--- config.mk ---
export PLATFORM = sky130hd
export DESIGN_NAME = adc_cmd_sequencer
export DESIGN_NICKNAME = d
export VERILOG_FILES = /design/src/rtl/adc_cmd_sequencer.sv
export SDC_FILE = /design/constraint.sdc
export NUM_CORES = 1
export LEC_CHECK = 0
export BUFFER_PORTS_ARGS = -buffer_cell sky130_fd_sc_hd__buf_2
export CAP_MARGIN = 40
export CORE_ASPECT_RATIO = 1.5
export CORE_MARGIN = 8
export CORE_UTILIZATION = 40
export DETAILED_ROUTE_END_ITERATION = 6
export PLACE_DENSITY = 0.56
export SYNTH_ARGS = -nofsm -noshare
export SYNTH_HDL_FRONTEND = slang
export SYNTH_SLANG_ARGS = --single-unit
--- constraint.sdc ---
create_clock -name clk -period 3.7 [get_ports clk]
set_input_delay 0.74 -clock clk [delete_from_list [all_inputs] [get_ports clk]]
set_output_delay 0.74 -clock clk [all_outputs]
set_load 0.1 [all_outputs]
--- src/rtl/adc_cmd_sequencer.sv ---
module adc_cmd_sequencer #(
  parameter int CHW  = 6,
  parameter int RESW = 10
) (
  input  logic            clk,
  input  logic            rst_n,
  input  logic            cmd_we,
  input  logic [CHW-1:0]  cmd_addr,
  input  logic [CHW:0]    cmd_data,
  input  logic [CHW:0]    q2_begin,
  input  logic            trig1,
  input  logic            trig2,
  input  logic            cont_mode,
  input  logic [3:0]      irq_en,
  input  logic [5:0]      flag_clr,
  output logic            conv_req,
  output logic [CHW-1:0]  conv_chan,
  input  logic            conv_done,
  input  logic [RESW-1:0] conv_result,
  input  logic [CHW-1:0]  res_addr,
  output logic [RESW-1:0] res_data,
  output logic [1:0]      q1_status,
  output logic [1:0]      q2_status,
  output logic [5:0]      flags,
  output logic [3:0]      irq
);
  localparam int N = 1 << CHW;

  typedef enum logic [1:0] {E_IDLE, E_FETCH, E_WAIT} eng_t;

  logic [CHW:0]    cmd_mem [N];
  logic [RESW-1:0] res_mem [N];
  eng_t            st;
  logic            cur;
  logic [CHW:0]    ptr;
  logic [CHW:0]    pptr [2];
  logic [1:0]      paused;

  function automatic logic at_end(input logic q, input logic [CHW:0] p);
    at_end = p[CHW] || (!q && p == q2_begin) || (cmd_mem[p[CHW-1:0]][CHW-1:0] == '1);
  endfunction

  wire [CHW:0] nxt   = ptr + 1'b1;
  wire [CHW:0] cmd   = cmd_mem[ptr[CHW-1:0]];
  wire         busy  = st != E_IDLE;
  wire         ok1   = paused[0] | ~flags[0] | cont_mode;
  wire         ok2   = paused[1] | ~flags[3] | cont_mode;
  wire         acc1  = trig1 & ~busy & ok1;
  wire         acc2  = trig2 & ~busy & ok2 & ~acc1;
  wire         fend  = (st == E_FETCH) && at_end(cur, ptr);
  wire         done  = (st == E_WAIT) && conv_done;
  wire         pev   = done & cmd[CHW];
  wire         stop  = pev & at_end(cur, nxt);
  wire         cev   = fend | stop;

  wire [5:0] fset = {trig2 & (busy | acc1), pev & cur, cev & cur,
                     trig1 & busy, pev & ~cur, cev & ~cur};

  assign conv_req  = st == E_WAIT;
  assign conv_chan = cmd[CHW-1:0];
  assign res_data  = res_mem[res_addr];
  assign q1_status = (busy & ~cur) ? 2'b01 : paused[0] ? 2'b10 : 2'b00;
  assign q2_status = (busy &  cur) ? 2'b01 : paused[1] ? 2'b10 : 2'b00;

  always_ff @(posedge clk) begin
    if (cmd_we) cmd_mem[cmd_addr] <= cmd_data;
    if (done) res_mem[ptr[CHW-1:0]] <= conv_result;
  end

  always_ff @(posedge clk or negedge rst_n) begin
    if (!rst_n) begin
      flags <= '0;
      irq   <= '0;
    end else begin
      flags <= (flags & ~flag_clr) | fset;
      irq   <= {fset[4], fset[3], fset[1], fset[0]} & irq_en;
    end
  end

  always_ff @(posedge clk or negedge rst_n) begin
    if (!rst_n) begin
      st      <= E_IDLE;
      cur     <= 1'b0;
      ptr     <= '0;
      pptr[0] <= '0;
      pptr[1] <= '0;
      paused  <= '0;
    end else begin
      case (st)
        E_IDLE:
          if (acc1 | acc2) begin
            cur         <= acc2;
            ptr         <= paused[acc2] ? pptr[acc2] : (acc2 ? q2_begin : '0);
            paused[acc2] <= 1'b0;
            st          <= E_FETCH;
          end
        E_FETCH:
          st <= fend ? E_IDLE : E_WAIT;
        E_WAIT:
          if (conv_done) begin
            if (cmd[CHW]) begin
              st <= E_IDLE;
              if (!stop) begin
                paused[cur] <= 1'b1;
                pptr[cur]   <= nxt;
              end
            end else begin
              ptr <= nxt;
              st  <= E_FETCH;
            end
          end
        default: st <= E_IDLE;
      endcase
    end
  end
endmodule

; ---- Word level (Yosys, flattened, before mapping)
; Memory sizes are Yosys's and may differ from the RTL's.
; Index checks and enable logic that the tools add are counted.
[totals]
mem_bits_ro = 0
mem_bits_rw = 1088
elab_cells = 122
latchBits = 0
ff_bits = 36
memories = 2
out_inout_bits = 31
[mem_list]
columns = name, depth, width, read_ports, rd_clocked_by_memory_dff, write_ports, line
row1 = res_mem, 64, 10, 1, 0, 1, 32  ; logic [RESW-1:0] res_mem [N];
row2 = cmd_mem, 64, 7, 2, 0, 1, 31  ; logic [CHW:0] cmd_mem [N];
[op_classes]
addsub = 1
multipliers = 0
bitwise = 37
n_lt_le_gt_ge = 7
shift = 0
div = 0
n_eq_ne = 11
reduce_logical = 20
muxes = 36
[op_table]
columns = op, count
row1 = $mux 7, 9
row2 = $mux 2, 11
row3 = $and 1x1->1, 15
row4 = $bwmux 14, 1
row5 = $eq 7x7->1, 2
row6 = $pmux 7 s2, 1
row7 = $eq 6x6->1 const B, 2
row8 = $mux 1, 9
row9 = $reduce_and 4->1, 2
row10 = $add 7x1->7 const B, 1
row11 = $demux 7 s1, 1
row12 = $logic_and 1x1->1, 7
row13 = $or 1x1->1, 7
row14 = $and 6x6->6, 1
row15 = $ne 2x2->1 const B, 3
row16 = $not 1->1, 6
row17 = $not 6->6, 1
row18 = $or 6x6->6, 1
row19 = $pmux 2 s3, 1
row20 = $reduce_and 5->1, 1
row21 = $and 4x4->4, 1
row22 = $ge 2x2->1 const B, 2
row23 = $logic_or 1x1->1, 4
row24 = $lt 1x2->1 const B, 2
row25 = 15 further kinds, 21

; ---- Longest topological paths before layout
; Gate-level depths: netlist (run 1).
[logic_depth]
word_depth = 14
depth_mapped = 13
ltp_nobuf = 9

; ---- Least setup slack after synthesis (run 1)
; OpenSTA, ideal clock, no wires.
[synth_timing]
path_kind = input port to output port
start = input port res_addr[0]
end = output port res_data[0]
path_slack_ns = -0.550
path_buffers = 3
arrival_ns = 3.510
cell_stages = 6
path_cell_list = clkbuf_1 -> clkbuf_1 -> buf_1 -> mux4_2 -> mux4_2 -> mux4_2
[synth_between]
elab_chain_cells = 1
[synth_rtl]
columns = item, line
row1 = "start, declared", 20  ; input logic [CHW-1:0] res_addr,
row2 = $mem_v2 64x10, n/a
row3 = "end, declared", 21  ; output logic [RESW-1:0] res_data,
; Every way passes these cells.

; ---- Final worst setup path (run 1)
[layout_timing]
start = register ptr[0]
end = output port conv_chan[3]
[layout_between]
elab_chain_cells = 1
[layout_rtl]
columns = item, line
row1 = "start, declared", 35  ; logic [CHW:0] ptr;
row2 = "start signal, assigned", 93  ; ptr <= paused[acc2] ? pptr[acc2] : (acc2 ? q2_begin : '0);
row3 = "start signal, assigned", 108  ; ptr <= nxt;
row4 = $mem_v2 64x7, n/a
row5 = "end, declared", 17  ; output logic [CHW-1:0] conv_chan,
; Every way passes these cells.

==> out/qor.csv, run 1 <==
stage,metric,value,unit
route,drt_antenna_net_count,0,
clocking,max-clock-path-buffers,3,
status,run_status,finished with violations,
final_layout,finish.cell_count_without_fillers,4485,
route,finalWirelength,137000,um
power_and_ir_drop,ir_drop,1.35,mV
global_routing,grt_overflow_total,0,
timing,worstMarginPinSlew,0.956,ns
synthesis,ys_seq_elements,1124,
final_layout,mostFrequentLayoutCell,edfxtp_1,
power_and_ir_drop,leakage_power_figure,18.3,nW
critical_path,critical_path_required,2.96,ns
critical_path,crit-reg2reg-launch,ptr[0],
critical_path,r2r-end,pptr[0],
route,highest_layer,met5,
final_layout,finalCoreUtilization,0.492,
clocking,htree_levels,3,
route,route.vias.total,26141,
final_layout,area_growth_synth_to_finish,22.2,%
clocking,clk_pin_slew_worst_paths,0.07,ns
synthesis,dominantRegCellSynth,edfxtp_1,
clocking,clock_latency,0.70,ns
critical_path,critical_path.max_fanout,6,
synthesis,yosysWarnings,0,
placement,place_hpwl,93800,um
floorplan,row_count,152,
timing,slew_violations,0,
critical_path,crit_path_end_kind,output port,
floorplan,boundaryPins,84,
clocking,root_buffer,clkbuf_16,
timing,highest_achievable_clock_rate,246,MHz
hold_path,hold-path-endpoint,flags[5],
timing,max_slew_margin,0.361,
route,wl_met3,8980,um
placement,dp_cells,4219,
route,drt_iter0_drc,2585,
route,post-route-drc-count,0,
floorplan,die_width,293,um
clocking,clock_sinks,1124,
final_layout,drive_gt1_frac,0.362,
synthesis,synthCells,2424,
job,drv_cap,0,
status,violated_checks,setup timing,
placement,gpl.final_weighted_congestion,0.935,
synthesis,asyncSetResetFlopFracSynth,0.0320,
clocking,number_of_buffers_created_by_cts,105,
floorplan,floorplan.die_area,0.126,mm2
synthesis,synth-edff-count,1088,
critical_path,critical_path_class,reg2out,
hold_path,hold_path_startpoint,flag_clr[5],
hold_path,hold-path-cell-count,2,
critical_path,timing.critical_path.arrival,3.33,ns
synthesis,synthDistinctLibCells,83,
timing,worst_slack,-0.365,ns
synthesis,synth.yosys.seq_area_share,0.730,
timing,setup_viol_count_final,28,
route,wl_met1,49300,um
final_layout,final_nets,2908,
floorplan,die_height,431,um
timing,rsz0062_at_grt,true,
critical_path,ff2ff_path_depth,15,
global_routing,global_route_wire_length_before_repair,198000,um
route,detailedRoute.firstPassIterationCount,6,
timing,final.period_utilization,1.10,
critical_path,r2r_setup_slack,-0.06,ns
synthesis,mappedNetlistNets,2478,
floorplan,core_area,0.114,mm2
critical_path,setup.worst_path.start_class,flop,
global_routing,vias_in_the_first_global_route,27274,
final_layout,layout_common_cells,"1088 x edfxtp_1, 274 x buf_4, 269 x mux4_2",
route,route.detailed.wl_per_inst,30.6,um
synthesis,synth_area_per_cell,19.0,um2
timing,timing.clock.skew,0.0236,ns
timing,report.final.hold_viol_count,0,
power_and_ir_drop,power.density_cell_area,610,mW/mm2
placement,buffer_ports.inserted,83,
timing,min_period,4.07,ns
synthesis,netlist_area,0.0460,mm2
timing,whs,0.205,ns
hold_path,worst_hold_path_type,in2reg,
floorplan,floorplan.initialDensity,0.402,
global_routing,grt_antenna_before_repair,4,
global_routing,grt_start_max_net_pins,65,
route,met2WireLength,70900,um
global_routing,globalRouteTotalUtil,0.214,
route,via_per_inst,5.83,
clocking,cts_tree,built,
## worst max path at each step
stage | startpoint | end | slack [ns] | depth (start not counted)
after floorplan | ptr[0] | flags[0] | 0.01 | 12
after global placement | res_addr[0] | res_data[6] | -0.19 | 7
after detailed placement | res_addr[0] | res_data[6] | -0.25 | 7
after CTS | ptr[0] | conv_chan[2] | -0.56 | 8
after global routing | ptr[0] | conv_chan[0] | -0.42 | 11
final | ptr[0] | conv_chan[3] | -0.37 | 9
## sequential cells by signal, indices dropped and copies added, names as in the netlist
register  cells
pptr         14
ptr           7
irq           4
cmd_mem     448
st            2
cur           1
paused        2
res_mem     640
flags         6
## cell usage after synthesis (all sizes together), types with 4 or more instances
library cell  count  area, um2
nand2b           11       68.8
xor2              7       61.3
o22ai            29        181
xnor2            10        121
mux2i            61        611
a211oi            7       52.6
buf              73        393
nor4              8       50.1
a32oi             4       35.0
nand3            73        365
dfrtp            36        901
and2              6       37.5
and3              8       50.1
a22oi            33        253
o2bb2ai           4       35.0
nor3             13       87.6
a22o              4       35.0
clkbuf           72        270
nand3b            6       45.0
mux4            269       6060
inv              18       67.6
a221o             8       80.1
nand2            90        338
a221oi           34        298
o211ai           30        230
o22a              4       35.0
a31oi             8       50.1
o21ai            49        245
nor2            157        589
edfxtp         1088      32700
o221ai            6       52.6
and4              4       35.0
a21oi            28        140
nor2b            17        106
mux2             44        541
nand4            55        350
## final cells by class
type | instances | area [um2]
tap | 1540 | 1930
inverter | 19 | 75.1
sequential | 1124 | 33600
multi-input combinational | 1136 | 12300
clock inverter | 80 | 779
fill | 9349 | 58100
timing repair buffer | 468 | 4850
antenna | 2 | 5.00
clock buffer | 116 | 2710
## metal layers
metal,vias up,global-route usage
met5,-,0
met4,2,0.115
met3,330,0.0351
met2,1224,0.379
met1,13607,0.249
li1,10978,-
## power by group
| part | switching (mW) | internal (mW) |
|---|---|---|
| logic | 5.31 | 3.65 |
| registers | 0.229 | 14.1 |
| clock network | 4.89 | 6.06 |
## timing repair
action                     in CTS  in global routing
pin swaps                      19                 48
setup endpoints to repair      28                 39
resized for setup             127                103
hold endpoints to repair       10                  0
hold buffers                    1                  0
gates cloned                   15                  2
setup buffers                  28                 28
## critical path, stage by stage (launching register included)
cell      delay (ns)
dfrtp_4         0.51
buf_12          0.16
buf_16          0.15
and2_2          0.28
a221oi_2        0.31
a211o_1         0.27
o211ai_1        0.22
nor4_4          0.43
inv_2           0.09
buf_12          0.18
## kinds of logic after synthesis
group | after synthesis | synth area share
AO/OA/AOI/OAI | 281 | 0.0443
XOR/XNOR | 17 | 0.00397
adder cells (fa/ha/maj) | 1 | 0.000272
buffers and inverters | 164 | 0.0160
flip-flops | 1124 | 0.730
multiplexers | 374 | 0.157
AND/OR/NAND/NOR | 463 | 0.0490
## per-stage QoR
| stage | instance area (um2) | total power [mW] | setup slack, ns | TNS [ns] |
|---|---|---|---|---|
| after floorplan | 46100 | 18.7 | 0.0117 | 0 |
| after global placement | 50500 | 22.1 | -0.191 | -2.99 |
| after detailed placement | 50800 | 22.2 | -0.246 | -2.66 |
| after CTS | 55500 | 33.8 | -0.563 | -4.73 |
| after global routing | 56200 | 35.1 | -0.421 | -4.27 |
| final | 56200 | 34.3 | -0.365 | -3.66 |
(Power assumes the default switching activity.)
==> run 2: changes to the inputs <==
CORE_MARGIN = unset   (was 8)
GPL_TIMING_DRIVEN = 0   (was unset)
PLACE_DENSITY = unset   (was 0.56)
==> run 2 against run 1 <==
Against the previous run: the flow still finishes with violations (setup timing); worst setup slack got worse by 0.16 ns; die area decreased by 7.9%; register-to-register slack improved by 0.02 ns; sequential share of layout area increased by 0.32 points; wire length increased by 14%; combinational power increased by 10%; clock skew increased by 0.012 ns; cell count decreased by 1.1%; global-route usage increased by 5.5 points; non-clock buffer count decreased by 59; critical path type unchanged; highest routed layer is now met4.
==> out/qor.csv, run 2 (same netlist as run 1, synthesis figures left out) <==
stage,metric,value,unit,change
status,run_status,finished with violations,,
status,violated_checks,setup timing,,
final_layout,mostFrequentLayoutCell,edfxtp_1,,
timing,final.setup.tns,-4.80,ns,-1.14 ns
global_routing,grt_overflow_total,0,,unchanged
clocking,cts_tree,built,,
placement,place_hpwl,111000,um,+19%
floorplan,boundaryPins,84,,unchanged
route,post-route-drc-count,0,,unchanged
timing,setup_viol_count_final,28,,unchanged
floorplan,row_count,152,,unchanged
timing,slew_violations,0,,unchanged
critical_path,crit_path_end_kind,output port,,
critical_path,critical_path_required,2.96,ns,about the same
floorplan,die_width,279,um,-4.8%
global_routing,vias_in_the_first_global_route,27845,,+2.1%
critical_path,timing.critical_path.arrival,3.48,ns,+0.15 ns
clocking,clock_latency,0.73,ns,+0.03 ns
power_and_ir_drop,p_total,35.6,mW,+4.0%
final_layout,drive_gt1_frac,0.337,,-0.0245
clocking,htree_levels,3,,unchanged
critical_path,critical_path_class,reg2out,,
clocking,clock_sinks,1124,,unchanged
global_routing,grt_start_max_net_pins,48,,-26%
hold_path,worst_hold_path_type,in2reg,,
route,finalWirelength,157000,um,+14%
floorplan,die_height,417,um,-3.2%
final_layout,number_of_flip_flops_under_the_largest_register_name,640,,unchanged
timing,worst_slack,-0.524,ns,-0.159 ns
timing,whs,0.180,ns,-0.0251 ns
clocking,clk_pin_slew_worst_paths,0.07,ns,about the same
timing,min_period,4.22,ns,+0.159 ns
timing,highest_achievable_clock_rate,237,MHz,-3.8%
route,detailedRoute.firstPassIterationCount,7,,+1
floorplan,floorplan.die_area,0.116,mm2,-7.9%
route,route.vias.total,27120,,+3.7%
final_layout,layout_common_cells,"1088 x edfxtp_1, 269 x mux4_2, 155 x nor2_1",,
placement,gpl.final_weighted_congestion,1.06,,+13%
job,drv_cap,0,,unchanged
timing,rsz0062_at_grt,true,,
timing,final.period_utilization,1.14,,+0.0430
route,route.detailed.wl_per_inst,35.3,um,+15%
timing,max_slew_margin,0.353,,-0.00785
route,drt_antenna_net_count,0,,unchanged
route,drt_iter0_drc,3334,,+29%
final_layout,post-route-cell-area,0.0559,mm2,-0.57%
critical_path,critical_path.max_fanout,10,,+4
floorplan,floorplan.initialDensity,0.402,,unchanged
final_layout,area_growth_synth_to_finish,21.5,%,
global_routing,globalRouteTotalUtil,0.270,,+0.0552
placement,pre_cts_slack,-1.11,ns,-0.863 ns
placement,dp_cells,4153,,-1.6%
final_layout,final_nets,2852,,-1.9%
timing,worstMarginPinSlew,0.967,ns,+0.0114 ns
placement,placedInstanceArea,0.0497,mm2,-2.2%
final_layout,filler_cell_count,9424,,+0.80%
power_and_ir_drop,ir_drop,1.17,mV,-14%
clocking,number_of_buffers_created_by_cts,108,,+2.9%
timing,report.final.hold_viol_count,0,,unchanged
power_and_ir_drop,leakage_power_figure,18.0,nW,-1.9%
route,via_per_inst,6.11,,+4.9%
timing,timing.clock.skew,0.0357,ns,+0.0122 ns
final_layout,finish.cell_count_without_fillers,4435,,-1.1%
floorplan,core_area,0.114,mm2,unchanged
clocking,max-clock-path-buffers,3,,unchanged
critical_path,setup.worst_path.start_class,flop,,
global_routing,global_route_wire_length_before_repair,216000,um,+9.3%
final_layout,finalCoreUtilization,0.489,,-0.00278
power_and_ir_drop,power.density_cell_area,638,mW/mm2,+4.6%
placement,buffer_ports.inserted,74,,-11%
clocking,root_buffer,clkbuf_16,,
global_routing,grt_antenna_before_repair,5,,+1
[run 2: routing by layer]
| metal | global-route usage | up-vias | routed length, um |
|---|---|---|---|
| li1 | - | 10856 | - |
| met1 | 0.299 | 14101 | 53000 |
| met2 | 0.461 | 1641 | 78400 |
| met3 | 0.0536 | 522 | 12200 |
| met4 | 0.196 | 0 | 13100 |
| met5 | 0 | - | 0 |
[run 2: area by class of cell]
type	count	area, um2	share of cell area
timing repair buffer	266	2630	0.0470
antenna	5	12.5	0.000224
buffer	143	1610	0.0287
sequential	1124	33600	0.601
clock buffer	137	2890	0.0518
clock inverter	65	791	0.0142
inverter	19	88.8	0.00159
multi-input combinational	1136	12400	0.221
tap	1540	1930	0.0345
[run 2: path summary, 6_finish.rpt]
path                        startpoint      endpoint  slack, ns  cells after the start
max                             ptr[1]  conv_chan[2]      -0.52                      9
min in group asynchronous        rst_n        ptr[6]       0.55                      2
min                        flag_clr[5]      flags[5]       0.18                      2
max reg2reg                     ptr[1]       pptr[3]      -0.04                     14
min reg2reg                   pptr[13]      pptr[13]       0.51                      1
max in group asynchronous        rst_n     paused[1]       2.68                      3
[run 2: power by group]
| group | leakage [nW] | switching, mW | internal (mW) | total [mW] |
|---|---|---|---|---|
| clock | 1.78 | 4.85 | 6.61 | 11.5 |
| sequential | 10.3 | 0.154 | 14.1 | 14.3 |
| combinational | 5.93 | 6.37 | 3.52 | 9.89 |
[run 2: repair_timing]
action	4_1_cts	5_1_grt
endpoints found under the setup margin	379	40
gates resized for setup	366	79
buffers inserted	37	30
gates cloned	5	2
pin swaps	19	21
hold endpoints to repair	10	0
hold buffers	1	0
[run 2: critical path, stage by stage (launching register included)]
cell     delay [ns]
dfrtp_1        0.37
buf_6          0.16
buf_6          0.29
mux2i_1        0.41
o22a_1         0.19
a31oi_1        0.10
or4_4          0.59
nor4b_4        0.34
inv_2          0.13
buf_12         0.19
